$ cat src/rtl/flash_cmd_pkg.sv
package flash_cmd_pkg;

  typedef enum logic [3:0] {
    ST_READ,
    ST_UNLK1,
    ST_UNLK2,
    ST_PROGARM,
    ST_ERS3,
    ST_ERS4,
    ST_ERS5,
    ST_WINDOW,
    ST_PROGRUN,
    ST_ERASERUN
  } seqState_t;

  typedef struct packed {
    logic latchProg;
    logic commitProg;
    logic markSector;
    logic markAll;
    logic commitErase;
    logic showStatus;
    logic opIsProg;
    logic toggleVal;
  } dpStrobes_t;

  localparam logic [14:0] KEY_ADDR_A = 15'h5555;
  localparam logic [14:0] KEY_ADDR_B = 15'h2AAA;
  localparam logic [7:0]  KEY_FIRST  = 8'hAA;
  localparam logic [7:0]  KEY_SECOND = 8'h55;
  localparam logic [7:0]  CMD_PROG   = 8'hA0;
  localparam logic [7:0]  CMD_ERASE  = 8'h80;
  localparam logic [7:0]  CMD_CHIP   = 8'h10;
  localparam logic [7:0]  CMD_SECTOR = 8'h30;

endpackage

$ cat src/rtl/flash_cmd_ctrl.sv
module flash_cmd_ctrl
  import flash_cmd_pkg::*;
#(
  parameter int PROG_CYCLES      = 16,
  parameter int SECTOR_CYCLES    = 64,
  parameter int CHIP_CYCLES      = 256,
  parameter int ERASE_WIN_CYCLES = 32
) (
  input  logic        clk,
  input  logic        rstN,
  input  logic        wrEn,
  input  logic        rdEn,
  input  logic [14:0] keyAddr,
  input  logic [7:0]  wrData,
  output logic        busy,
  output dpStrobes_t  stb
);

  localparam int MAX_PS  = (PROG_CYCLES > SECTOR_CYCLES) ? PROG_CYCLES : SECTOR_CYCLES;
  localparam int MAX_CW  = (CHIP_CYCLES > ERASE_WIN_CYCLES) ? CHIP_CYCLES : ERASE_WIN_CYCLES;
  localparam int MAX_DUR = (MAX_PS > MAX_CW) ? MAX_PS : MAX_CW;
  localparam int CNT_W   = $clog2(MAX_DUR + 1);

  localparam logic [CNT_W-1:0] PROG_LOAD = CNT_W'(PROG_CYCLES - 1);
  localparam logic [CNT_W-1:0] SECT_LOAD = CNT_W'(SECTOR_CYCLES - 1);
  localparam logic [CNT_W-1:0] CHIP_LOAD = CNT_W'(CHIP_CYCLES - 1);
  localparam logic [CNT_W-1:0] WIN_LOAD  = CNT_W'(ERASE_WIN_CYCLES - 1);

  initial begin
    if (PROG_CYCLES < 1 || SECTOR_CYCLES < 1 || CHIP_CYCLES < 1 || ERASE_WIN_CYCLES < 1)
      $error("flash_cmd_ctrl: every duration must be at least one cycle");
  end

  seqState_t        state, stateNxt;
  logic [CNT_W-1:0] cnt, cntNxt;
  logic             toggle;
  logic             startOp;
  logic             isKeyA, isKeyB;

  assign isKeyA = (keyAddr == KEY_ADDR_A);
  assign isKeyB = (keyAddr == KEY_ADDR_B);
  assign busy   = (state == ST_WINDOW) || (state == ST_PROGRUN) || (state == ST_ERASERUN);

  always_comb begin
    stateNxt        = state;
    cntNxt          = cnt;
    startOp         = 1'b0;
    stb             = '0;
    stb.showStatus  = busy;
    stb.opIsProg    = (state == ST_PROGRUN);
    stb.toggleVal   = toggle;
    unique case (state)
      ST_READ: begin
        if (wrEn && isKeyA && wrData == KEY_FIRST) stateNxt = ST_UNLK1;
      end
      ST_UNLK1: begin
        if (wrEn) stateNxt = (isKeyB && wrData == KEY_SECOND) ? ST_UNLK2 : ST_READ;
      end
      ST_UNLK2: begin
        if (wrEn) begin
          if (isKeyA && wrData == CMD_PROG)       stateNxt = ST_PROGARM;
          else if (isKeyA && wrData == CMD_ERASE) stateNxt = ST_ERS3;
          else                                    stateNxt = ST_READ;
        end
      end
      ST_PROGARM: begin
        if (wrEn) begin
          stb.latchProg = 1'b1;
          startOp       = 1'b1;
          cntNxt        = PROG_LOAD;
          stateNxt      = ST_PROGRUN;
        end
      end
      ST_ERS3: begin
        if (wrEn) stateNxt = (isKeyA && wrData == KEY_FIRST) ? ST_ERS4 : ST_READ;
      end
      ST_ERS4: begin
        if (wrEn) stateNxt = (isKeyB && wrData == KEY_SECOND) ? ST_ERS5 : ST_READ;
      end
      ST_ERS5: begin
        if (wrEn) begin
          if (isKeyA && wrData == CMD_CHIP) begin
            stb.markAll = 1'b1;
            startOp     = 1'b1;
            cntNxt      = CHIP_LOAD;
            stateNxt    = ST_ERASERUN;
          end else if (wrData == CMD_SECTOR) begin
            stb.markSector = 1'b1;
            startOp        = 1'b1;
            cntNxt         = WIN_LOAD;
            stateNxt       = ST_WINDOW;
          end else begin
            stateNxt = ST_READ;
          end
        end
      end
      ST_WINDOW: begin
        if (wrEn && wrData == CMD_SECTOR) begin
          stb.markSector = 1'b1;
          cntNxt         = WIN_LOAD;
        end else if (cnt == '0) begin
          cntNxt   = SECT_LOAD;
          stateNxt = ST_ERASERUN;
        end else begin
          cntNxt = cnt - 1'b1;
        end
      end
      ST_PROGRUN: begin
        if (cnt == '0) begin
          stb.commitProg = 1'b1;
          stateNxt       = ST_READ;
        end else begin
          cntNxt = cnt - 1'b1;
        end
      end
      ST_ERASERUN: begin
        if (cnt == '0) begin
          stb.commitErase = 1'b1;
          stateNxt        = ST_READ;
        end else begin
          cntNxt = cnt - 1'b1;
        end
      end
      default: stateNxt = ST_READ;
    endcase
  end

  always_ff @(posedge clk or negedge rstN) begin
    if (!rstN) begin
      state  <= ST_READ;
      cnt    <= '0;
      toggle <= 1'b0;
    end else begin
      state <= stateNxt;
      cnt   <= cntNxt;
      if (startOp)          toggle <= 1'b0;
      else if (busy && rdEn) toggle <= ~toggle;
    end
  end

  p_commit_ends_busy_r3: assert property (@(posedge clk) disable iff (!rstN)
    (stb.commitProg || stb.commitErase) |=> !busy);

  p_prog_start_r3: assert property (@(posedge clk) disable iff (!rstN)
    (state == ST_PROGARM && wrEn) |=> (busy && state == ST_PROGRUN));

  p_toggle_flips_r4: assert property (@(posedge clk) disable iff (!rstN)
    (busy && rdEn) |=> (toggle != $past(toggle)));

  p_busy_ignores_write_r10: assert property (@(posedge clk) disable iff (!rstN)
    (state == ST_PROGRUN && wrEn && cnt != '0) |=> (state == ST_PROGRUN));

  p_bad_key_aborts_r8: assert property (@(posedge clk) disable iff (!rstN)
    (state == ST_UNLK1 && wrEn && wrData != KEY_SECOND) |=> (state == ST_READ));

  p_commit_needs_busy_r5: assert property (@(posedge clk) disable iff (!rstN)
    (stb.commitProg || stb.commitErase) |-> busy);

endmodule

$ cat src/rtl/flash_cmd_dp.sv
module flash_cmd_dp
  import flash_cmd_pkg::*;
#(
  parameter int NUM_SECTORS  = 32,
  parameter int SECTOR_BYTES = 4,
  parameter int ADDR_W       = 21
) (
  input  logic              clk,
  input  logic              rstN,
  input  dpStrobes_t        stb,
  input  logic              rdEn,
  input  logic [ADDR_W-1:0] addr,
  input  logic [7:0]        wrData,
  output logic [7:0]        rdData
);

  localparam int SEC_AW = $clog2(SECTOR_BYTES);
  localparam int SEC_IW = $clog2(NUM_SECTORS);
  localparam int MEM_AW = SEC_AW + SEC_IW;
  localparam int ROW_W  = 8 * SECTOR_BYTES;

  initial begin
    if (SECTOR_BYTES < 2 || (1 << SEC_AW) != SECTOR_BYTES || (1 << SEC_IW) != NUM_SECTORS)
      $error("flash_cmd_dp: sector size and count must be powers of two, size at least 2");
    if (ADDR_W < 15 || ADDR_W < MEM_AW)
      $error("flash_cmd_dp: address too narrow for keys or array");
  end

  logic [NUM_SECTORS-1:0] eraseMask;
  logic [MEM_AW-1:0]      progAddr;
  logic [7:0]             progData;
  logic [ROW_W-1:0]       secView [NUM_SECTORS];

  logic [SEC_IW-1:0] curSec;
  logic [SEC_AW-1:0] curOff;
  logic [7:0]        arrayByte;
  logic [7:0]        statusByte;

  assign curSec = addr[MEM_AW-1:SEC_AW];
  assign curOff = addr[SEC_AW-1:0];

  always_ff @(posedge clk or negedge rstN) begin
    if (!rstN) begin
      eraseMask <= '0;
      progAddr  <= '0;
      progData  <= '0;
    end else begin
      if (stb.latchProg) begin
        progAddr <= addr[MEM_AW-1:0];
        progData <= wrData;
      end
      if (stb.commitErase)     eraseMask <= '0;
      else if (stb.markAll)    eraseMask <= '1;
      else if (stb.markSector) eraseMask[curSec] <= 1'b1;
    end
  end

  for (genvar s = 0; s < NUM_SECTORS; s++) begin : g_sector
    logic [ROW_W-1:0] cells;
    logic             progHere;
    assign progHere = stb.commitProg && (progAddr[MEM_AW-1:SEC_AW] == SEC_IW'(s));
    always_ff @(posedge clk) begin
      for (int b = 0; b < SECTOR_BYTES; b++) begin
        if (stb.commitErase && eraseMask[s])
          cells[b*8 +: 8] <= 8'hFF;
        else if (progHere && progAddr[SEC_AW-1:0] == SEC_AW'(b))
          cells[b*8 +: 8] <= cells[b*8 +: 8] & progData;
      end
    end
    assign secView[s] = cells;
  end

  assign arrayByte  = secView[curSec][{curOff, 3'b000} +: 8];
  assign statusByte = {stb.opIsProg ? ~progData[7] : 1'b0, stb.toggleVal, 6'b000000};

  always_ff @(posedge clk or negedge rstN) begin
    if (!rstN)     rdData <= '0;
    else if (rdEn) rdData <= stb.showStatus ? statusByte : arrayByte;
  end

  p_prog_poll_bit_r4: assert property (@(posedge clk) disable iff (!rstN)
    (rdEn && stb.showStatus && stb.opIsProg) |=> (rdData[7] == ~progData[7] && rdData[5:0] == 6'b0));

  p_erase_poll_bits_r12: assert property (@(posedge clk) disable iff (!rstN)
    (rdEn && stb.showStatus && !stb.opIsProg) |=> (rdData[7] == 1'b0 && rdData[5:0] == 6'b0));

  p_mask_cleared_r5: assert property (@(posedge clk) disable iff (!rstN)
    stb.commitErase |=> (eraseMask == '0));

  p_chip_mask_full_r7: assert property (@(posedge clk) disable iff (!rstN)
    (stb.markAll && !stb.commitErase) |=> (&eraseMask));

  p_sector_added_r6: assert property (@(posedge clk) disable iff (!rstN)
    (stb.markSector && !stb.commitErase) |=> eraseMask[$past(curSec)]);

endmodule

$ cat src/rtl/flash_cmd_decoder.sv
module flash_cmd_decoder
  import flash_cmd_pkg::*;
#(
  parameter int NUM_SECTORS      = 32,
  parameter int SECTOR_BYTES     = 4,
  parameter int ADDR_W           = 21,
  parameter int PROG_CYCLES      = 16,
  parameter int SECTOR_CYCLES    = 64,
  parameter int CHIP_CYCLES      = 256,
  parameter int ERASE_WIN_CYCLES = 32
) (
  input  logic              clk,
  input  logic              rstN,
  input  logic              wrEn,
  input  logic              rdEn,
  input  logic [ADDR_W-1:0] addr,
  input  logic [7:0]        wrData,
  output logic [7:0]        rdData,
  output logic              busy
);

  dpStrobes_t stb;

  flash_cmd_ctrl #(
    .PROG_CYCLES     (PROG_CYCLES),
    .SECTOR_CYCLES   (SECTOR_CYCLES),
    .CHIP_CYCLES     (CHIP_CYCLES),
    .ERASE_WIN_CYCLES(ERASE_WIN_CYCLES)
  ) u_ctrl (
    .clk    (clk),
    .rstN   (rstN),
    .wrEn   (wrEn),
    .rdEn   (rdEn),
    .keyAddr(addr[14:0]),
    .wrData (wrData),
    .busy   (busy),
    .stb    (stb)
  );

  flash_cmd_dp #(
    .NUM_SECTORS (NUM_SECTORS),
    .SECTOR_BYTES(SECTOR_BYTES),
    .ADDR_W      (ADDR_W)
  ) u_dp (
    .clk   (clk),
    .rstN  (rstN),
    .stb   (stb),
    .rdEn  (rdEn),
    .addr  (addr),
    .wrData(wrData),
    .rdData(rdData)
  );

endmodule

$ cat config.mk
export PLATFORM = sky130hd
export DESIGN_NAME = flash_cmd_decoder
export DESIGN_NICKNAME = d
export VERILOG_FILES = /design/src/rtl/flash_cmd_pkg.sv /design/src/rtl/flash_cmd_ctrl.sv /design/src/rtl/flash_cmd_dp.sv /design/src/rtl/flash_cmd_decoder.sv
export SDC_FILE = /design/constraint.sdc
export NUM_CORES = 2
export LEC_CHECK = 0
export BUFFER_PORTS_ARGS = -buffer_cell sky130_fd_sc_hd__buf_2
export CORE_ASPECT_RATIO = 1.2
export CORE_MARGIN = 2
export CORE_UTILIZATION = 47
export CTS_CLUSTER_SIZE = 40
export DETAILED_ROUTE_END_ITERATION = 10
export GPL_ROUTABILITY_DRIVEN = 1
export PLACE_DENSITY = 0.74
export SLEW_MARGIN = 15
export SYNTH_ARGS = -nofsm -noshare
export SYNTH_HDL_FRONTEND = slang
export SYNTH_HIERARCHICAL = 1
export SYNTH_SLANG_ARGS = --single-unit
$ cat constraint.sdc
create_clock -name clk -period 3 [get_ports clk]
set_input_delay 0.45 -clock clk [delete_from_list [all_inputs] [get_ports clk]]
set_output_delay 0.45 -clock clk [all_outputs]
set_load 0.02 [all_outputs]
==> metrics.md <==
| Metric | Value |
|---|---|
| Sequential cell area fraction in the yosys report | `51.6%` |
| Failing checks | `setup timing` |
| Ranking of synthesized cells by area | `dfxtp_1, mux4_2, o21ai_0, nand2_1, dfrtp_1` |
| Cells after synthesis | `4482` |
| H-tree levels | `3` |
| Die Height | `336 um` |
| Vias in the first global route | `34518` |
| Routability cong. | `0.950` |
| Final hold slack | `0.0519 ns` |
| Final Max Tran Viols | `0` |
| Later-pin clock latency in the skew report | `0.68 ns` |
| Critical-path cell list | `inv_2, ha_4, or4b_4, or4_4, nor3_2, buf_4, nor2b_4, buf_6, nand3b_1, nor2_1, buf_4, buf_6, nand2_8, o21ai_0, nand2_1` |
| Vias per cell | `6.21` |
| Final Cycle Share | `116%` |
| Worst Path Buf+Inv | `5` |
| Final HPWL DP | `89.9 mm` |
| Area Growth Syn to Fin | `18.2%` |
| Async set-reset flop share out of synthesis | `6.31%` |
| Critical path's slowest cell | `or4b_4` |
| Clk sinks | `1093` |
| Final hold vios | `0` |
| Commonest non-fill, non-tap cell in the layout | `nand2_1` |
| Power consumption | `29.7 mW` |
| Critical path capture point type | `register` |
| Cell Area, Placed | `45500 um2` |
| FF+latch count, synth | `1093` |
| EDFF count, synth | `0` |
| Most frequent cells in the layout | `nand2_1, dfxtp_1, o21ai_0` |
| Residual DRC | `0` |
| Clock transition at the registers of the reported paths | `0.06 ns` |
| Drt first pass iters | `6` |
| Post-Syn Area | `43000 um2` |
| Yosys top cell area share | `47.6%` |
| Largest net degree at the start of global routing | `123` |
| Antenna-violating nets left | `0` |
| Post-detailed-route wirelength per cell | `24.4 um` |
| Worst Hold Class | `input pin to register` |
| First-pass GRT wire length | `210 mm` |
| Detailed-route via count | `35876` |
| Synth Net Count | `4516` |
| Max VDD drop | `0.448 mV` |
| Post-route minimum period | `3.47 ns` |
| Starting Density | `47.5%` |
| Crit path kind | `register to register` |
| MaxCap Viol Count | `0` |
| Post-route setup slack | `-0.466 ns` |
| Grt total ovfl | `0` |
| Ports | `42` |
| 1st-iter DRT viols | `4170` |
| CP startpoint kind | `register` |
| Critical Path RT | `3.55 ns` |
| Die Area | `94000 um2` |
| Floorplan Core Area | `90700 um2` |
| Area leader, netlist | `dfxtp_1` |
| DIE WIDTH | `280 um` |
| Status | `finished, violations left` |
| Setup_tns | `-132.33 ns` |
| Maximum clock insertion buffer count | `3` |
| Worst slew margin | `18.8%` |
| YS warnings | `6` |
| All-Layer GR Usage | `29.3%` |
| Final net count | `4563` |
| CP Max Fanout | `8` |
| Post-Route WL | `141 mm` |
| Pre-CTS setup slack | `-0.393 ns` |
| Clock Skews | `0.0300 ns` |
| Design Area, Final | `50900 um2` |
| Leakage | `24.7 nW` |
| CTS tree | `done` |
| Row cnt | `121` |
| CP top delay family | `simple AND/OR/NAND/NOR gates` |
| Number of buffers added on ports | `35` |
| Arrival @ worst endpoint | `4.02 ns` |
| Initial antenna violation count | `3` |
| Total CTS buffers | `101` |
| Netlist cell types | `76` |
| Slowest Stage Delay on Critical Path | `0.46 ns` |
| Final setup fails | `971` |
| Mapped Avg Cell Area | `9.60 um2` |
| Synth Flop Type | `dfxtp_1` |
| CTS root buffer | `clkbuf_16` |
| Worst-Margin Slew | `1.21 ns` |
| Max Fclk | `289 MHz` |
| RSZ-0062 raised after global routing | `true` |
| Fraction of layout cells with a size suffix above 1 | `24.0%` |
| Pwr Density | `583 nW/um2` |
==> registers in the layout, summed over array words and instances, names as in the netlist <==
signal               flops
u_dp/rdData              8
u_dp/progData            8
u_ctrl/state             4
u_ctrl/cnt               9
u_dp/progAddr            7
u_ctrl/toggle            1
u_dp/g_sector.cells   1024
u_dp/eraseMask          32
==> layout make-up <==
class	instances	area, um2
Fill cell	7303	39800
Sequential cell	1093	22300
Multi-Input combinational cell	3029	20800
Clock buffer	153	3160
Timing Repair Buffer	291	2710
Tap cell	1168	1460
Clock inverter	33	454
Inverter	13	50.0
Antenna cell	1	2.50
==> final timing paths <==
| path | slack [ns] | cells past startpoint | endpoint | startpoint |
|---|---|---|---|---|
| worst max-delay path | -0.47 | 15 | u_dp/g_sector[6].cells[12] | u_ctrl/cnt[1] |
| worst min-delay path | 0.05 | 2 | u_dp/progData[4] | wrData[4] |
| worst max register to register | -0.47 | 15 | u_dp/g_sector[6].cells[12] | u_ctrl/cnt[1] |
| worst min register to register | 0.45 | 2 | u_dp/g_sector[31].cells[24] | u_dp/g_sector[31].cells[24] |
| max in group asynchronous | 1.74 | 2 | u_dp/progData[0] | rstN |
| min in group asynchronous | 0.50 | 2 | u_ctrl/state[1] | rstN |
==> worst register-to-register path: cells and delay by family, from the launching register on <==
| family | cells | cell delay (ns) |
|---|---|---|
| buffers and inverters | 5 | 0.78 |
| AND/OR/NAND/NOR | 8 | 1.86 |
| flip-flops | 1 | 0.39 |
| adder cells (fa/ha/maj) | 1 | 0.13 |
| AO/OA/AOI/OAI | 1 | 0.21 |
==> routing by layer <==
layer	routed length, um	vias to the layer above	global-route usage, %
met3	12800	441	5.39
met1	51700	17633	36.1
met2	65100	1943	46.3
li1	-	15855	-
met5	21	-	0
met4	11300	4	21.1
==> through the flow <==
step	instances	utilization [%]
5_1_grt	5780	56.1
3_3_place_gp	5572	50.1
2_1_floorplan	4482	-
4_1_cts	5763	54.9
3_5_place_dp	5572	50.1
6_report	5781	56.1
==> cells by family (layout without fill, tap and decap cells) <==
| family | after synthesis | in the layout | synth area share [%] |
|---|---|---|---|
| AOI/OAI and AO/OA | 1213 | 1213 | 15.1 |
| xor gates and xnor gates | 1 | 1 | 0.0204 |
| adders and majority gates | 1 | 1 | 0.0291 |
| buffers and inverters | 360 | 490 | 3.69 |
| DFF | 1093 | 1093 | 51.6 |
| muxes | 346 | 346 | 15.8 |
| other | 0 | 1 | 0 |
| and+or+nand+nor | 1468 | 1468 | 13.7 |
==> cells in the mapped netlist (all sizes together) (4+ instances only) <==
master and count:
nor4bb 4, a21oi 28, mux2i 61, inv 13
nand3b 5, o21ai 1048, nand2b 12, nand3 11
nand2 1251, a22o 7, buf 92, nand4b 6
o22ai 15, nor2b 12, nor4 4, dfxtp 1024
clkbuf 255, nand4 5, nor4b 4, a22oi 11
and3 6, a2111oi 9, o211ai 4, mux4 265
o221ai 16, a221oi 4, or2 4, mux2 20
a31oi 9, nor3 21, or4 4, nor3b 6
nor2 96, a211oi 39, dfrtp 69
==> timing repair <==
action | 4_1_cts | 5_1_grt
resized for setup | 437 | 426
hold buffers | 1 | 0
hold endpoints to repair | 37 | 0
setup endpoints to repair | 1024 | 1024
pin swaps | 25 | 36
buffers inserted | 4 | 17
==> report_power, final <==
group | internal, mW | total [mW] | switching (mW) | leakage [nW]
logic | 0.397 | 1.12 | 0.727 | 13.7
clock network | 8.19 | 13.8 | 5.65 | 1.80
registers | 14.5 | 14.7 | 0.145 | 9.16
Note: power is estimated with default switching activity, not from simulation.
